--- config.mk ---
export PLATFORM = sky130hd
export DESIGN_NAME = irqc_top
export DESIGN_NICKNAME = d
export VERILOG_FILES = /design/src/rtl/irqc_pkg.sv /design/src/rtl/irqc_sense.sv /design/src/rtl/irqc_arbiter.sv /design/src/rtl/irqc_fsm.sv /design/src/rtl/irqc_top.sv
export SDC_FILE = /design/constraint.sdc
export NUM_CORES = 1
export LEC_CHECK = 0
export BUFFER_PORTS_ARGS = -buffer_cell sky130_fd_sc_hd__buf_2
export CORE_ASPECT_RATIO = 1.25
export CORE_MARGIN = 4
export CORE_UTILIZATION = 51
export DETAILED_ROUTE_END_ITERATION = 12
export PLACE_DENSITY = 0.95
export SYNTH_ARGS = -nofsm -noshare
export SYNTH_HDL_FRONTEND = slang
export SYNTH_SLANG_ARGS = --single-unit
--- constraint.sdc ---
create_clock -name clk -period 2.6 [get_ports clk]
set_input_delay 0.26 -clock clk [delete_from_list [all_inputs] [get_ports clk]]
set_output_delay 0.26 -clock clk [all_outputs]
set_load 0.01 [all_outputs]
--- src/rtl/irqc_pkg.sv ---
package irqc_pkg;

    localparam int NLINES   = 5;
    localparam int MASK_W   = 3;
    localparam int SRC_W    = 3;
    localparam int LINE_GEN = NLINES - 1;

    typedef enum logic [1:0] {
        TRIG_EDGE_LEVEL,
        TRIG_EDGE_LATCH,
        TRIG_LEVEL
    } trig_e;

    typedef enum logic [SRC_W-1:0] {
        SRC_NONE = 3'd0,
        SRC_NMI  = 3'd1,
        SRC_HI   = 3'd2,
        SRC_MID  = 3'd3,
        SRC_LO   = 3'd4,
        SRC_GEN  = 3'd5,
        SRC_SOFT = 3'd6
    } src_e;

    // Trigger rule per line, index 0 is highest priority.
    function automatic trig_e line_trig(int idx);
        if (idx == 0)      return TRIG_EDGE_LEVEL;
        else if (idx == 1) return TRIG_EDGE_LATCH;
        else               return TRIG_LEVEL;
    endfunction

    function automatic bit line_maskable(int idx);
        return idx != 0;
    endfunction

    // Mask bit that gates a line, -1 when the line has no per-line mask.
    function automatic int line_mask_bit(int idx);
        case (idx)
            1:       return 2;
            2:       return 1;
            3:       return 0;
            default: return -1;
        endcase
    endfunction

    // Restart position in half steps; the vector is eight bytes per step.
    function automatic int line_halfsteps(int idx);
        case (idx)
            0:       return 9;
            1:       return 15;
            2:       return 13;
            3:       return 11;
            default: return 0;
        endcase
    endfunction

    function automatic int line_vector(int idx);
        return line_halfsteps(idx) * 4;
    endfunction

endpackage

--- src/rtl/irqc_sense.sv ---
module irqc_sense #(
    parameter bit KEEP_HIGH = 1'b1
) (
    input  logic clk,
    input  logic rst_n,
    input  logic raw_i,
    input  logic clr_i,
    output logic pend_o
);

    logic prev_q;
    logic flag_q;
    logic rise;

    assign rise = raw_i & ~prev_q;

    always_ff @(posedge clk or negedge rst_n) begin
        if (!rst_n) begin
            prev_q <= 1'b0;
            flag_q <= 1'b0;
        end else begin
            prev_q <= raw_i;
            if (rise)
                flag_q <= 1'b1;
            else if (clr_i || (KEEP_HIGH && !raw_i))
                flag_q <= 1'b0;
        end
    end

    generate
        if (KEEP_HIGH) begin : g_edge_level
            assign pend_o = flag_q & raw_i;
        end else begin : g_edge_latch
            assign pend_o = flag_q;
        end
    endgenerate

endmodule

--- src/rtl/irqc_arbiter.sv ---
module irqc_arbiter #(
    parameter int N = 5
) (
    input  logic [N-1:0] req_i,
    output logic [N-1:0] gnt_o,
    output logic         any_o
);

    always_comb begin
        logic found;
        found = 1'b0;
        gnt_o = '0;
        for (int i = 0; i < N; i++) begin
            if (req_i[i] && !found) begin
                gnt_o[i] = 1'b1;
                found    = 1'b1;
            end
        end
    end

    assign any_o = |req_i;

endmodule

--- src/rtl/irqc_fsm.sv ---
module irqc_fsm
    import irqc_pkg::*;
#(
    parameter int VEC_W = 16,
    parameter int NUM_W = 3
) (
    input  logic              clk,
    input  logic              rst_n,
    input  logic              sample_i,
    input  logic              hold_i,
    input  logic              swr_i,
    input  logic [NUM_W-1:0]  swr_num_i,
    input  logic              ack_release_i,
    input  logic [NLINES-1:0] grant_i,
    input  logic              any_i,
    output logic              accept_o,
    output logic              take_o,
    output logic [VEC_W-1:0]  vec_o,
    output logic [SRC_W-1:0]  src_o,
    output logic              ack_n_o,
    output logic              hold_ack_o
);

    typedef enum logic [1:0] {
        ST_IDLE,
        ST_VECTOR,
        ST_ACK,
        ST_HOLD
    } state_e;

    state_e            state_q, state_n;
    logic [VEC_W-1:0]  vec_q;
    src_e              src_q;
    logic [VEC_W-1:0]  hw_vec;
    src_e              hw_src;
    logic [VEC_W-1:0]  soft_vec;
    logic              gen_win;

    assign gen_win  = grant_i[LINE_GEN];
    assign soft_vec = VEC_W'(swr_num_i) << 3;
    assign accept_o = (state_q == ST_IDLE) && !swr_i && sample_i && !hold_i && any_i;

    always_comb begin
        hw_vec = '0;
        hw_src = SRC_NONE;
        for (int i = 0; i < NLINES; i++) begin
            if (grant_i[i]) begin
                hw_vec = VEC_W'(line_vector(i));
                hw_src = src_e'(SRC_W'(i + 1));
            end
        end
    end

    always_comb begin
        state_n = state_q;
        unique case (state_q)
            ST_IDLE: begin
                if (swr_i)
                    state_n = ST_VECTOR;
                else if (sample_i && hold_i)
                    state_n = ST_HOLD;
                else if (accept_o)
                    state_n = gen_win ? ST_ACK : ST_VECTOR;
            end
            ST_VECTOR: state_n = ST_IDLE;
            ST_ACK:    if (ack_release_i) state_n = ST_IDLE;
            ST_HOLD:   if (!hold_i) state_n = ST_IDLE;
        endcase
    end

    always_ff @(posedge clk or negedge rst_n) begin
        if (!rst_n)
            state_q <= ST_IDLE;
        else
            state_q <= state_n;
    end

    always_ff @(posedge clk or negedge rst_n) begin
        if (!rst_n) begin
            vec_q <= '0;
            src_q <= SRC_NONE;
        end else if (state_q == ST_IDLE) begin
            if (swr_i) begin
                vec_q <= soft_vec;
                src_q <= SRC_SOFT;
            end else if (accept_o) begin
                vec_q <= gen_win ? '0 : hw_vec;
                src_q <= hw_src;
            end
        end
    end

    always_comb begin
        take_o     = 1'b0;
        vec_o      = '0;
        src_o      = SRC_NONE;
        ack_n_o    = 1'b1;
        hold_ack_o = 1'b0;
        unique case (state_q)
            ST_IDLE: ;
            ST_VECTOR: begin
                take_o = 1'b1;
                vec_o  = vec_q;
                src_o  = src_q;
            end
            ST_ACK: begin
                ack_n_o = 1'b0;
                src_o   = src_q;
            end
            ST_HOLD: hold_ack_o = 1'b1;
        endcase
    end

endmodule

--- src/rtl/irqc_top.sv ---
module irqc_top
    import irqc_pkg::*;
#(
    parameter int VEC_W = 16,
    parameter int NUM_W = 3
) (
    input  logic              clk,
    input  logic              rst_n,
    input  logic              sample_i,
    input  logic              nmi_i,
    input  logic              vec_hi_i,
    input  logic              vec_mid_i,
    input  logic              vec_lo_i,
    input  logic              gen_req_i,
    input  logic              hold_i,
    input  logic              ie_set_i,
    input  logic              ie_clr_i,
    input  logic              mask_wr_i,
    input  logic [MASK_W-1:0] mask_val_i,
    input  logic              swr_i,
    input  logic [NUM_W-1:0]  swr_num_i,
    input  logic              ack_release_i,
    output logic              take_o,
    output logic [VEC_W-1:0]  vec_o,
    output logic [SRC_W-1:0]  src_o,
    output logic              ack_n_o,
    output logic              hold_ack_o
);

    logic [NLINES-1:0] raw;
    logic [NLINES-1:0] pend;
    logic [NLINES-1:0] elig;
    logic [NLINES-1:0] grant;
    logic              any_req;
    logic              accept;
    logic              ie_q;
    logic [MASK_W-1:0] mask_q;

    assign raw = {gen_req_i, vec_lo_i, vec_mid_i, vec_hi_i, nmi_i};

    always_ff @(posedge clk or negedge rst_n) begin
        if (!rst_n) begin
            ie_q   <= 1'b0;
            mask_q <= '1;
        end else begin
            if (accept || ie_clr_i)
                ie_q <= 1'b0;
            else if (ie_set_i)
                ie_q <= 1'b1;
            if (mask_wr_i)
                mask_q <= mask_val_i;
        end
    end

    generate
        for (genvar i = 0; i < NLINES; i++) begin : g_line
            localparam trig_e TRIG = line_trig(i);
            localparam int    MB   = line_mask_bit(i);

            if (TRIG == TRIG_LEVEL) begin : g_lvl
                assign pend[i] = raw[i];
            end else begin : g_edge
                irqc_sense #(
                    .KEEP_HIGH(TRIG == TRIG_EDGE_LEVEL)
                ) u_sense (
                    .clk    (clk),
                    .rst_n  (rst_n),
                    .raw_i  (raw[i]),
                    .clr_i  (accept & grant[i]),
                    .pend_o (pend[i])
                );
            end

            if (!line_maskable(i)) begin : g_nm
                assign elig[i] = pend[i];
            end else if (MB < 0) begin : g_glob
                assign elig[i] = pend[i] & ie_q;
            end else begin : g_msk
                assign elig[i] = pend[i] & ie_q & ~mask_q[MB];
            end
        end
    endgenerate

    irqc_arbiter #(
        .N(NLINES)
    ) u_arb (
        .req_i (elig),
        .gnt_o (grant),
        .any_o (any_req)
    );

    irqc_fsm #(
        .VEC_W(VEC_W),
        .NUM_W(NUM_W)
    ) u_fsm (
        .clk           (clk),
        .rst_n         (rst_n),
        .sample_i      (sample_i),
        .hold_i        (hold_i),
        .swr_i         (swr_i),
        .swr_num_i     (swr_num_i),
        .ack_release_i (ack_release_i),
        .grant_i       (grant),
        .any_i         (any_req),
        .accept_o      (accept),
        .take_o        (take_o),
        .vec_o         (vec_o),
        .src_o         (src_o),
        .ack_n_o       (ack_n_o),
        .hold_ack_o    (hold_ack_o)
    );

endmodule

---- Word-level counts from Yosys, hierarchy flattened ----
Cells that the tools add are included.
W data, S select, Z words.
storage, ports and cells
  flip-flop bits (word level) ............. 29
  bits in latches ......................... 0
  RAM bits ................................ 0
  bits in read-only memories .............. 0
  bits of input ports ..................... 20
  word-level logic and storage cells ...... 99
  memories kept ........................... 0
operators by class
  add/subtract/negate cells ............... 0
  multipliers ............................. 0
  divide/modulo/power cells ............... 0
  $lt $le $gt $ge ......................... 0
  equality and inequality tests ........... 6
  shift-type cells ........................ 0
  multiplexer cells ....................... 40
  bitwise logic cells ..................... 17
  reduce and logical (&&, ||, !) cells .... 27
operators with widths
  operator              count
  $mux W16              7
  $mux W3               7
  $mux W1               18
  $and A1 B1 Y1         12
  $mux W2               6
  $logic_and A1 B1 Y1   9
  $pmux W2 S4           1
  $reduce_bool A2 Y1    4
  $logic_not A1 Y1      7
  $mux W6               1
  $not A1 Y1            5
  $reduce_or A5 Y1      1
  $eq A2 B2 Y1 const B  2
  $ne A2 B2 Y1 const B  2
  $ne A4 B4 Y1 const B  1
  $reduce_and A3 Y1     1
  $eq A2 B1 Y1 const B  1
  $logic_not A2 Y1      1
  $logic_or A1 B1 Y1    2
  $reduce_and A2 Y1     1
  $reduce_or A2 Y1      1

---- Depth between registers and ports, before layout ----
Gate-level depths: netlist (run 1).
  depth after elaboration ................. 19
  depth in mapped cells ................... 7
  gate-level depth less buffers ........... 7

---- By module ----
A second synthesis (run 1) with hierarchy kept.
second synthesis, totals
  cells, all modules ...................... 114
  area, all modules ....................... 1073.5 um^2
by module, submodules not included
  module        instances  cells an instance  area an instance (um^2)  seq. area each (um^2)
  irqc_fsm      1          79                 690.7                    225.2
  irqc_top      1          18                 187.7                    103.8
  irqc_sense    2          5                  70.1                     50.0
  irqc_arbiter  1          7                  55.1                     0.0

---- Worst setup path after synthesis (run 1) ----
OpenSTA, ideal clock, no wires.
  path type ............................... flip-flop to flip-flop
  start point ............................. register mask_q[0]
  end point ............................... register u_fsm.state_q[1]
  library setup time ...................... 125 ps
  arrival time ............................ 1591 ps
  path slack .............................. 884 ps
  cell stages (with the launch flop) ...... 6
  buffers on the path ..................... 0
  period minus slack after synthesis ...... 1716 ps
  cells stage by stage .................... dfstp_2 and2b_4 o41ai_4 nand3_1 o211ai_2 mux2_4
on the way
  cells in the longest elaborated chain, start to end .. 12
  elaborated cells between the ends (all ways) .. 16
  classes of those cells .................. eq/ne (1); mux (7); bitwise (2); reduce/logical (6)
RTL lines
  element                   line                text
  start: declaration        irqc_top.sv:37      logic [MASK_W-1:0] mask_q;
  start signal: assignment  irqc_top.sv:51      mask_q <= mask_val_i;
  $not A1 Y1 (*)            irqc_top.sv:79      assign elig[i] = pend[i] & ie_q & ~mask_q[MB];
  $and A1 B1 Y1 (*)         irqc_top.sv:79
  $logic_and A1 B1 Y1       irqc_arbiter.sv:14  if (req_i[i] && !found) begin
  $mux W1                   irqc_arbiter.sv:14
  $logic_not A1 Y1          irqc_arbiter.sv:14
  $logic_and A1 B1 Y1       irqc_arbiter.sv:14
  $mux W1                   irqc_arbiter.sv:14
  $mux W2                   irqc_fsm.sv:63      state_n = gen_win ? ST_ACK : ST_VECTOR;
  $mux W2                   irqc_fsm.sv:62      else if (accept_o)
  $mux W2                   irqc_fsm.sv:60      else if (sample_i && hold_i)
  $mux W2                   irqc_fsm.sv:58      if (swr_i)
  $pmux W2 S4               irqc_fsm.sv:56      unique case (state_q)
  end signal: assignment    irqc_fsm.sv:75      state_q <= state_n;
  end: declaration          irqc_fsm.sv:31      state_e state_q, state_n;
Mark *: on every way between the ends. The rest lies on a longest branch, timed or not. The select of a mux whose other input is x is not followed.
A chain may end at the register's enable or synchronous reset.

---- Final worst setup path (run 1) ----
  start point ............................. register u_fsm.state_q[1]
  end point ............................... register u_fsm.src_q[1]
on the way
  cells in the longest elaborated chain, start to end .. 7
RTL lines
  element                           line                            text
  $logic_not A2 Y1 (*)              irqc_fsm.sv:41, irqc_fsm.sv:82
  $logic_and A1 B1 Y1 (4 in a row)  irqc_fsm.sv:41                  assign accept_o = (state_q == ST_IDLE) && !swr_i && sample_i && !hold_i && any_i;
  $reduce_bool A2 Y1 (no line)      -
  $reduce_and A2 Y1 (no line) (*)   -
  end signal: assignment            irqc_fsm.sv:88                  src_q <= hw_src;
  end: declaration                  irqc_fsm.sv:33                  src_e src_q;
Mark *: on every way between the ends. The rest lies on a longest branch, timed or not.

==> results of run 1 <==
-- cells by family (layout without fill, tap and decap cells) --
group	count (synthesis)	in the layout	synth area share (%)
AOI/OAI and AO/OA	24	24	18.5
adders and majority gates	5	5	5.78
buffers and inverters	18	40	10.4
DFF	17	17	39.7
muxes	5	5	5.43
other	1	12	0.346
and+or+nand+nor	37	37	19.9
-- through the flow --
step                total power [W]  utilization, %
CTS                        0.000891            61.9
floorplan                  0.000634               -
finish                     0.000880            61.9
global placement           0.000734            60.0
detailed placement         0.000749            60.0
global route               0.000951            61.9
-- Yosys cell counts --
cell type  count  share of area [%]
nand3_1        2               0.92
dfrtp_1       14                 32
a32o_1         1               0.92
or2_1          1               0.58
dfstp_2        3                7.3
mux2i_1        1               0.92
a221o_1        1               0.92
a21o_1         1               0.69
nand2b_1       7                4.0
a21oi_2        2                1.6
nor3_2         1               0.92
a21boi_1       1               0.69
mux2_4         1                1.4
conb_1         1               0.35
nand2_1        7                2.4
o21ai_0        3                1.4
nor3_1         3                1.4
o31ai_1        1               0.69
and2b_4        1               0.92
mux2_2         3                3.1
a2bb2oi_1      1               0.81
o21a_1         1               0.69
a21oi_1        6                2.8
nor2b_2        1               0.81
a21boi_0       1               0.69
buf_4         12                8.3
nor2_1         4                1.4
ha_1           5                5.8
o21ai_4        1                1.5
a211o_1        1               0.81
inv_1          6                2.1
o211ai_2       1                1.2
and2_1         7                4.0
o41ai_4        1                2.5
nor2b_4        1                1.3
and3_1         2                1.2
o22ai_1        1               0.58
-- routing by layer --
layer / GRT usage [%] / vias to the layer above / part of all wire, %
li1: - / 411 / -
met1: 14.9 / 375 / 37
met2: 30.8 / 32 / 53
met3: 2.77 / 6 / 7.0
met4: 8.54 / 0 / 2.6
met5: 0 / - / 0
-- sequential cells by signal, indices dropped and copies added (netlist names) --
signal and count:
u_fsm.vec_q 4, u_fsm.src_q 3, u_fsm.state_q 2, g_line.g_edge.u_sense.prev_q 2, ie_q 1, mask_q 3, g_line.g_edge.u_sense.flag_q 1, g_line.g_edge.u_sense.pend_o 1
-- worst register-to-register path, cell delays in order (launching register included) --
cell and delay [ns]:
dfrtp_1 0.43, inv_1 0.13, ha_1 0.30, nand2b_1 0.15
or2_1 0.32, a21oi_2 0.27, o21a_1 0.20, a21oi_1 0.05
-- cell usage in the layout (no fill, tap or decap), types with 4 or more instances in the layout --
cell and instances:
a21oi_1 6, and2_1 7, buf_2 29, conb_1 12, dfrtp_1 14, ha_1 5
inv_1 6, nand2_1 7, nand2b_1 7, nor2_1 4
-- where the power goes --
part / switching, W / leakage (nW) / internal (W)
Sequential: 0.0000363 / 0.197 / 0.000322
Clock: 0.0000843 / 0.0177 / 0.0000572
Combinational: 0.000205 / 0.420 / 0.000175
Total: 0.000326 / 0.635 / 0.000555
-- repair_timing --
action | in CTS | in global routing
hold buffers | 1 | 0
endpoints found under the setup margin | 0 | 0
hold endpoints to repair | 14 | 0
setup buffers | 0 | 0
-- how the worst max path moves through the flow --
stage / to / slack, ns / startpoint
2_1_floorplan: u_fsm.state_q[1] / 0.88 / mask_q[0]
3_3_place_gp: u_fsm.src_q[1] / 0.82 / u_fsm.state_q[0]
3_5_place_dp: u_fsm.src_q[1] / 0.70 / u_fsm.state_q[0]
4_1_cts: u_fsm.src_q[1] / 0.68 / u_fsm.state_q[0]
5_1_grt: u_fsm.src_q[1] / 0.52 / u_fsm.state_q[0]
6_report: u_fsm.src_q[1] / 0.67 / u_fsm.state_q[1]
-- layout make-up --
| class | instances | area share [%] |
|---|---|---|
| clock inverters | 1 | 0.403 |
| inverters | 6 | 1.81 |
| clock buffers | 3 | 1.81 |
| well taps | 20 | 2.02 |
| multi-input cells | 83 | 46.9 |
| flip-flops and latches | 17 | 34.6 |
| repair buffers | 30 | 12.5 |
==> impl_metrics.py, run 1 <==
metrics = {
    "global_route": {
        "antenna_found_initial": 0,
        "grt_use_total_pct": 15.5,
        "grt_pass1_vias": 818,
        "grt_pass1_wl_mm": 3.46,
        "grt_max_degree": 18,
        "grt_overflow": 0,
    },
    "timing": {
        "setup_ws_ns": 0.673,
        "setup_viol": 0,
        "fin_tns_setup_ns": 0,
        "layout_min_cycle_time_ns": 1.93,
        "period_share_pct": 74.1,
        "slew_viol_final": 0,
        "finClkSkew_ns": 0.0129,
        "fmax_ghz": 0.519,
        "hold_ws_ns": 0.0905,
        "finalHoldViolCount": 0,
        "grt_setup_unrepaired": "false",
    },
    "layout": {
        "final_cell_area_um2": 1240,
        "final_cells": 160,
        "seq_area_um2": 429,
        "nFillCells": 178,
        "syn_to_final_growth_pct": 14.7,
        "finalNetCount": 166,
        "layout-drive-gt1-share_pct": 35.0,
        "multiInputGateArea_um2": 582,
        "antenna_cells": 0,
    },
    "place": {
        "gp_congestion": 0.919,
        "pre_cts_slack_ns": 0.698,
        "place_area_um2": 1200,
        "dp.cells": 155,
        "numPortBuffers": 29,
        "dp.final_hpwl_mm": 1.81,
    },
    "worst_setup_path": {
        "worst-path-buf-inv": 1,
        "cp.required_ns": 2.79,
        "worstPathMaxFanout": 6,
        "worstSetupPathType": "reg -> reg",
        "r2r_cells": 7,
        "timing.rr.start": "u_fsm.state_q[1]",
        "crit_slowest_cell": "dfrtp_1",
        "rr_endpoint": "u_fsm.src_q[1]",
        "crit_chain": "inv_1 -> ha_1 -> nand2b_1 -> or2_1 -> a21oi_2 -> o21a_1 -> a21oi_1",
        "critPathTopFamily": "compound AO/OA/AOI/OAI gates",
        "cp.depth": 7,
        "endpoint_kind": "flip-flop",
        "rrSetupSlack_ns": 0.67,
        "max_stage_delay_ns": 0.43,
        "startpoint_type": "flip-flop",
        "arrival_ns": 2.12,
    },
    "clock_tree": {
        "clk_latency_ns": 0.29,
        "cts_resized": 0,
        "cts_tree": "built",
        "clk_pin_slew_ns": 0.11,
        "clockBufferDepth": 2,
        "clock_sinks": 17,
        "htree_num_levels": 1,
        "cts_made_buffers": 3,
        "cts_root_buffer": "clkbuf_4",
    },
    "floorplanning": {
        "fp.dieH_um": 59.5,
        "fp-row-count": 18,
        "initial_core_util_pct": 54.0,
        "die_w_um": 49.2,
        "coreArea_um2": 2000,
        "dieArea_um2": 2930,
        "io-pin-count": 42,
    },
    "synthesis": {
        "synth-seq-area-share_pct": 39.7,
        "synthCells": 107,
        "yosysWarnings": 0,
        "avgSynthCellArea_um2": 10.1,
        "synthesis.area_um2": 1080,
        "synth-seq-cells": 17,
        "yosysUniqueCellTypes": 37,
    },
    "run": {
        "cap_violations": 0,
    },
    "worst_hold_path": {
        "holdPathEnd": "g_line[0].g_edge.u_sense.prev_q",
        "hp-class": "in -> reg",
        "min_from": "nmi_i",
        "hold_path_depth": 1,
    },
    "power_and_ir_drop": {
        "ir_worst_vdd_uv": 498,
        "leakage_nw": 0.635,
        "power.density_nw_per_um2": 709,
    },
    "route": {
        "drt-initial-drc-count": 11,
        "vias_per_cell": 5.15,
        "dr.pass1.iters": 4,
        "drt-total-wl_mm": 2.19,
        "antenna_left": 0,
        "wire_per_inst_um": 13.7,
        "vias": 824,
        "drc_errors": 0,
    },
    "run_status": {
        "outcome": "finished, final reports clean",
    },
}
(Power assumes the default switching activity.)
==> run 2, diff against run 1 <==
Settings changed: CORE_UTILIZATION 51 to 43, PLACE_DENSITY 0.95 to 0.87.
Clock period 2.6 ns to 1.7 ns, I/O delays scaled along.
==> impl_metrics.py, run 2 (synthesis gave the netlist of run 1 again) <==
metrics = {
    "power_and_ir_drop": {
        "ir_worst_vdd_uv": 564,
        "leakage_nw": 0.701,
        "p_seq_share_pct": 37.7,
        "clkPwrFrac_pct": 14.7,
        "pwr-share-comb_pct": 47.6,
        "power.density_nw_per_um2": 1050,
        "p_int_w": 0.000932,
        "sw_frac_of_total_pct": 36.7,
        "p_switching_w": 0.000540,
    },
    "worst_setup_path": {
        "r2r_cells": 5,
        "arrival_ns": 1.95,
        "rrSetupSlack_ns": -0.06,
        "timing.rr.start": "mask_q[0]",
        "worstSetupPathType": "reg -> reg",
        "rr_endpoint": "u_fsm.vec_q[3]",
        "cp.required_ns": 1.89,
        "worstPathMaxFanout": 6,
        "startpoint_type": "flip-flop",
        "endpoint_kind": "flip-flop",
    },
    "place": {
        "numPortBuffers": 29,
        "gp_congestion": 0.947,
        "dp.final_hpwl_mm": 1.89,
        "pre_cts_slack_ns": -0.0786,
        "dp.cells": 176,
    },
    "layout": {
        "max_flop_register": "u_fsm.vec_q",
        "layout-drive-gt1-share_pct": 42.5,
        "largest_register_ff_count": 4,
        "nFillCells": 222,
        "finalNetCount": 179,
        "mostFrequentLayoutCells": "buf_2, dfrtp_1, conb_1",
        "final_cells": 186,
        "syn_to_final_growth_pct": 29.0,
        "antenna_cells": 0,
        "final_common_cell": "buf_2",
        "reg.largest.list": "u_fsm.vec_q (4), mask_q (3), u_fsm.src_q (3)",
    },
    "floorplanning": {
        "io-pin-count": 42,
        "initial_core_util_pct": 44.6,
        "dieArea_um2": 3390,
        "coreArea_um2": 2430,
        "fp.dieH_um": 64.1,
        "fp-row-count": 20,
        "die_w_um": 52.9,
    },
    "timing": {
        "setup_ws_ns": -0.0630,
        "period_share_pct": 104,
        "finClkSkew_ns": 0.00217,
        "layout_min_cycle_time_ns": 1.76,
        "slew_viol_final": 0,
        "finalHoldViolCount": 0,
        "fmax_ghz": 0.567,
        "setup_viol": 5,
        "grt_setup_unrepaired": "true",
        "fin_tns_setup_ns": -0.162,
    },
    "route": {
        "vias_per_cell": 4.95,
        "drc_errors": 0,
        "drt-initial-drc-count": 14,
        "drt-total-wl_mm": 2.37,
        "wire_per_inst_um": 12.7,
        "dr.pass1.iters": 4,
        "vias": 921,
        "antenna_left": 0,
    },
    "worst_hold_path": {
        "hold_path_depth": 2,
        "holdPathEnd": "mask_q[0]",
        "min_from": "mask_val_i[0]",
        "hp-class": "in -> reg",
    },
    "clock_tree": {
        "cts_tree": "built",
        "cts_made_buffers": 3,
        "clockBufferDepth": 2,
        "clock_sinks": 17,
        "htree_num_levels": 1,
        "clk_pin_slew_ns": 0.10,
        "cts_root_buffer": "clkbuf_4",
        "clk_latency_ns": 0.29,
    },
    "global_route": {
        "grt_use_total_pct": 15.4,
        "grt_overflow": 0,
        "grt_pass1_vias": 957,
        "grt_pass1_wl_mm": 3.89,
        "antenna_found_initial": 0,
        "grt_max_degree": 18,
    },
    "run_status": {
        "violations": "setup timing",
        "outcome": "finished with violations",
    },
    "run": {
        "cap_violations": 0,
    },
}
## run 2: worst max-delay path by stage
stage	startpoint	end	cells after the start
after floorplan	mask_q[0]	u_fsm.state_q[1]	5
after global placement	mask_q[0]	u_fsm.state_q[1]	5
after detailed placement	mask_q[0]	u_fsm.state_q[1]	5
after CTS	mask_q[0]	u_fsm.state_q[1]	5
after global routing	mask_q[0]	u_fsm.state_q[0]	6
final	mask_q[0]	u_fsm.vec_q[3]	5
## run 2: through the flow
step	hold slack (ns)	power [W]	util (%)	cell area, µm²
2_1_floorplan	-0.126	0.000969	-	1120
3_3_place_gp	0.0984	0.00119	52.7	1280
3_5_place_dp	0.112	0.00123	52.7	1280
4_1_cts	0.0130	0.00146	55.4	1350
5_1_grt	0.0885	0.00159	57.5	1400
6_report	0.105	0.00147	57.5	1400
## run 2: cell type report
class | count | area, µm² | share of cell area (%)
multi-input combinational | 83 | 616 | 44.1
sequential | 17 | 429 | 30.7
timing repair buffer | 43 | 260 | 18.6
tap | 33 | 41.3 | 2.96
clock buffer | 3 | 22.5 | 1.61
inverter | 6 | 22.5 | 1.61
clock inverter | 1 | 5.00 | 0.358
## run 2: worst max-delay path: stages, from the launching register on
cell,delay [ns]
dfstp_2,0.54
and2b_4,0.19
o41ai_4,0.37
buf_4,0.19
a21oi_4,0.07
a221o_1,0.30
## run 2: power groups by stage
stage | Sequential (W) | Clock (W) | Combinational [W]
after global routing | 0.000564 | 0.000250 | 0.000778
after CTS | 0.000552 | 0.000225 | 0.000679
after floorplan | 0.000541 | 0 | 0.000428
after global placement | 0.000552 | 0 | 0.000643
final | 0.000555 | 0.000217 | 0.000700
after detailed placement | 0.000560 | 0 | 0.000668
## run 2: what timing repair did
action	CTS	global route
hold endpoints to repair	16	1
resized for setup	0	8
hold buffers	3	1
pin swaps	2	8
cloned	0	0
endpoints found under the setup margin	3	10
buffers inserted	1	1
## run 2: per-layer routing
layer  track usage (%)  up-vias  wire length [µm]
li1                  -      434                 -
met1              16.5      432               812
met2              26.2       46              1270
met3              3.50        9               202
met4              9.58        0                85
met5                 0        -                 0
==> run 3, diff against run 2 <==
Settings changed: CORE_UTILIZATION 43 to 45, CTS_BUF_LIST set to sky130_fd_sc_hd__clkbuf_8, PLACE_DENSITY 0.87 to 0.9.
==> impl_metrics.py, run 3 (synthesis gave the netlist of run 1 again) <==
metrics = {
    "run_status": {
        "outcome": "finished with violations",
        "violations": "setup timing",
    },
    "worst_setup_path": {
        "cp.required_ns": 1.84,
        "crit_chain": "and2b_4 -> o41ai_4 -> buf_4 -> a21oi_4 -> a221o_1",
        "timing.rr.start": "mask_q[0]",
        "startpoint": "mask_q[0]",
        "max_stage_delay_ns": 0.52,
        "endpoint_kind": "flip-flop",
        "arrival_ns": 1.95,
        "worstSetupPathType": "reg -> reg",
        "worstPathMaxFanout": 6,
        "crit_slowest_cell": "dfstp_2",
        "startpoint_type": "flip-flop",
    },
    "place": {
        "dp.cells": 176,
        "numPortBuffers": 29,
        "gp_congestion": 0.809,
        "dp.final_hpwl_mm": 1.90,
    },
    "floorplanning": {
        "io-pin-count": 42,
        "fp.dieH_um": 62.8,
        "fp-row-count": 19,
        "coreArea_um2": 2260,
        "dieArea_um2": 3260,
        "initial_core_util_pct": 47.9,
        "die_w_um": 51.9,
    },
    "clock_tree": {
        "clockBufferDepth": 2,
        "clock_sinks": 17,
        "cts_tree": "built",
        "clk_pin_slew_ns": 0.07,
        "clk_latency_ns": 0.26,
        "cts_root_buffer": "clkbuf_8",
        "cts_made_buffers": 3,
        "htree_num_levels": 1,
    },
    "power_and_ir_drop": {
        "ir_worst_vdd_uv": 578,
        "power.density_nw_per_um2": 1120,
        "leakage_nw": 0.710,
        "total_power_w": 0.00158,
    },
    "route": {
        "wire_per_inst_um": 13.6,
        "vias": 896,
        "antenna_left": 0,
        "drt-total-wl_mm": 2.51,
        "drt-initial-drc-count": 17,
        "dr.pass1.iters": 4,
        "drc_errors": 0,
        "vias_per_cell": 4.87,
    },
    "layout": {
        "largest_register_ff_count": 4,
        "antenna_cells": 0,
        "final_common_cell": "buf_2",
        "mostFrequentLayoutCells": "buf_2, dfrtp_1, buf_4",
        "syn_to_final_growth_pct": 29.9,
        "multiInputGateArea_um2": 617,
        "seq_area_um2": 429,
        "finalNetCount": 179,
        "final_cells": 184,
        "reg.largest.list": "u_fsm.vec_q (4), mask_q (3), u_fsm.src_q (3)",
        "layout-drive-gt1-share_pct": 44.4,
        "nFillCells": 203,
        "max_flop_register": "u_fsm.vec_q",
    },
    "timing": {
        "layout_min_cycle_time_ns": 1.81,
        "finalHoldViolCount": 0,
        "fmax_ghz": 0.554,
        "setup_ws_ns": -0.106,
        "setup_viol": 9,
        "slew_viol_final": 0,
        "grt_setup_unrepaired": "true",
        "period_share_pct": 106,
        "finClkSkew_ns": 0.00454,
    },
    "global_route": {
        "grt_pass1_vias": 918,
        "top_usage_layer": "met2",
        "use_met1_pct": 17.3,
        "grt_max_degree": 18,
        "grt_use_met3_pct": 2.63,
        "grt_use_total_pct": 15.7,
        "use_met2_pct": 28.5,
        "grt_overflow": 0,
        "grt_pass1_wl_mm": 3.94,
        "antenna_found_initial": 0,
    },
    "worst_hold_path": {
        "hp-class": "in -> reg",
        "min_from": "vec_hi_i",
    },
    "run": {
        "cap_violations": 0,
    },
}
run 3: cell types whose count changed in the layout (fill, tap and decap cells not counted):
cell	delta
o31ai_1	-1
clkbuf_4	-3
a21oi_1	+1
buf_4	+3
o31ai_2	+1
a21boi_0	+1
a21oi_2	-1
o21ai_1	+1
o21ai_0	-1
clkbuf_8	+3
dlygate4sd3_1	-3
a21boi_1	-1
run 3: repair_timing:
action,CTS,global route
hold endpoints to repair,14,0
resized for setup,1,7
buffers inserted,1,2
hold buffers,1,0
endpoints found under the setup margin,8,11
pin swaps,2,5
run 3: metal layers:
metal	part of all wire [%]	vias to the layer above
met5	0	-
met2	55	30
met4	1.4	0
met1	38	430
met3	5.9	4
li1	-	432
run 3: worst max-delay path: cells and delay by family, from the launching register on:
kind                   cells  cell delay [ns]
AOI/OAI and AO/OA          3             0.78
DFF                        1             0.52
buffers and inverters      1             0.20
and+or+nand+nor            1             0.19
run 3: final timing paths:
path / slack, ns / to / cells past startpoint
max in group asynchronous: 1.02 / mask_q[0] / 2
worst min register to register: 0.41 / g_line[1].g_edge.u_sense.pend_o / 1
min in group asynchronous: 0.36 / u_fsm.src_q[2] / 2
worst min-delay path: 0.03 / g_line[1].g_edge.u_sense.prev_q / 1
worst max register to register: -0.11 / u_fsm.vec_q[3] / 5
worst max-delay path: -0.11 / u_fsm.vec_q[3] / 5
run 3: where the power goes:
group / switching, W / internal, W / leakage, nW / total, W
logic: 0.000357 / 0.000364 / 0.488 / 0.000721
registers: 0.0000590 / 0.000494 / 0.197 / 0.000553
clock network: 0.000141 / 0.000163 / 0.0255 / 0.000304
run 3: through the flow:
step | hold slack (ns) | util, % | area (µm²) | setup TNS [ns] | setup WS (ns)
floorplan | -0.126 | - | 1120 | -0.0160 | -0.0160
global placement | 0.106 | 57.2 | 1290 | -0.0140 | -0.0140
detailed placement | 0.112 | 57.2 | 1290 | -0.246 | -0.0667
CTS | 0.0291 | 60.2 | 1360 | -0.352 | -0.0735
global route | 0.0413 | 62.3 | 1410 | -1.16 | -0.161
finish | 0.0317 | 62.3 | 1410 | -0.600 | -0.106
run 3: final cells by class:
class / instances / area share [%]
multi-input combinational: 83 / 43.9
sequential: 17 / 30.5
clock buffer: 3 / 2.94
timing repair buffer: 43 / 18.0
inverter: 6 / 1.60
clock inverter: 1 / 0.356
tap: 31 / 2.76
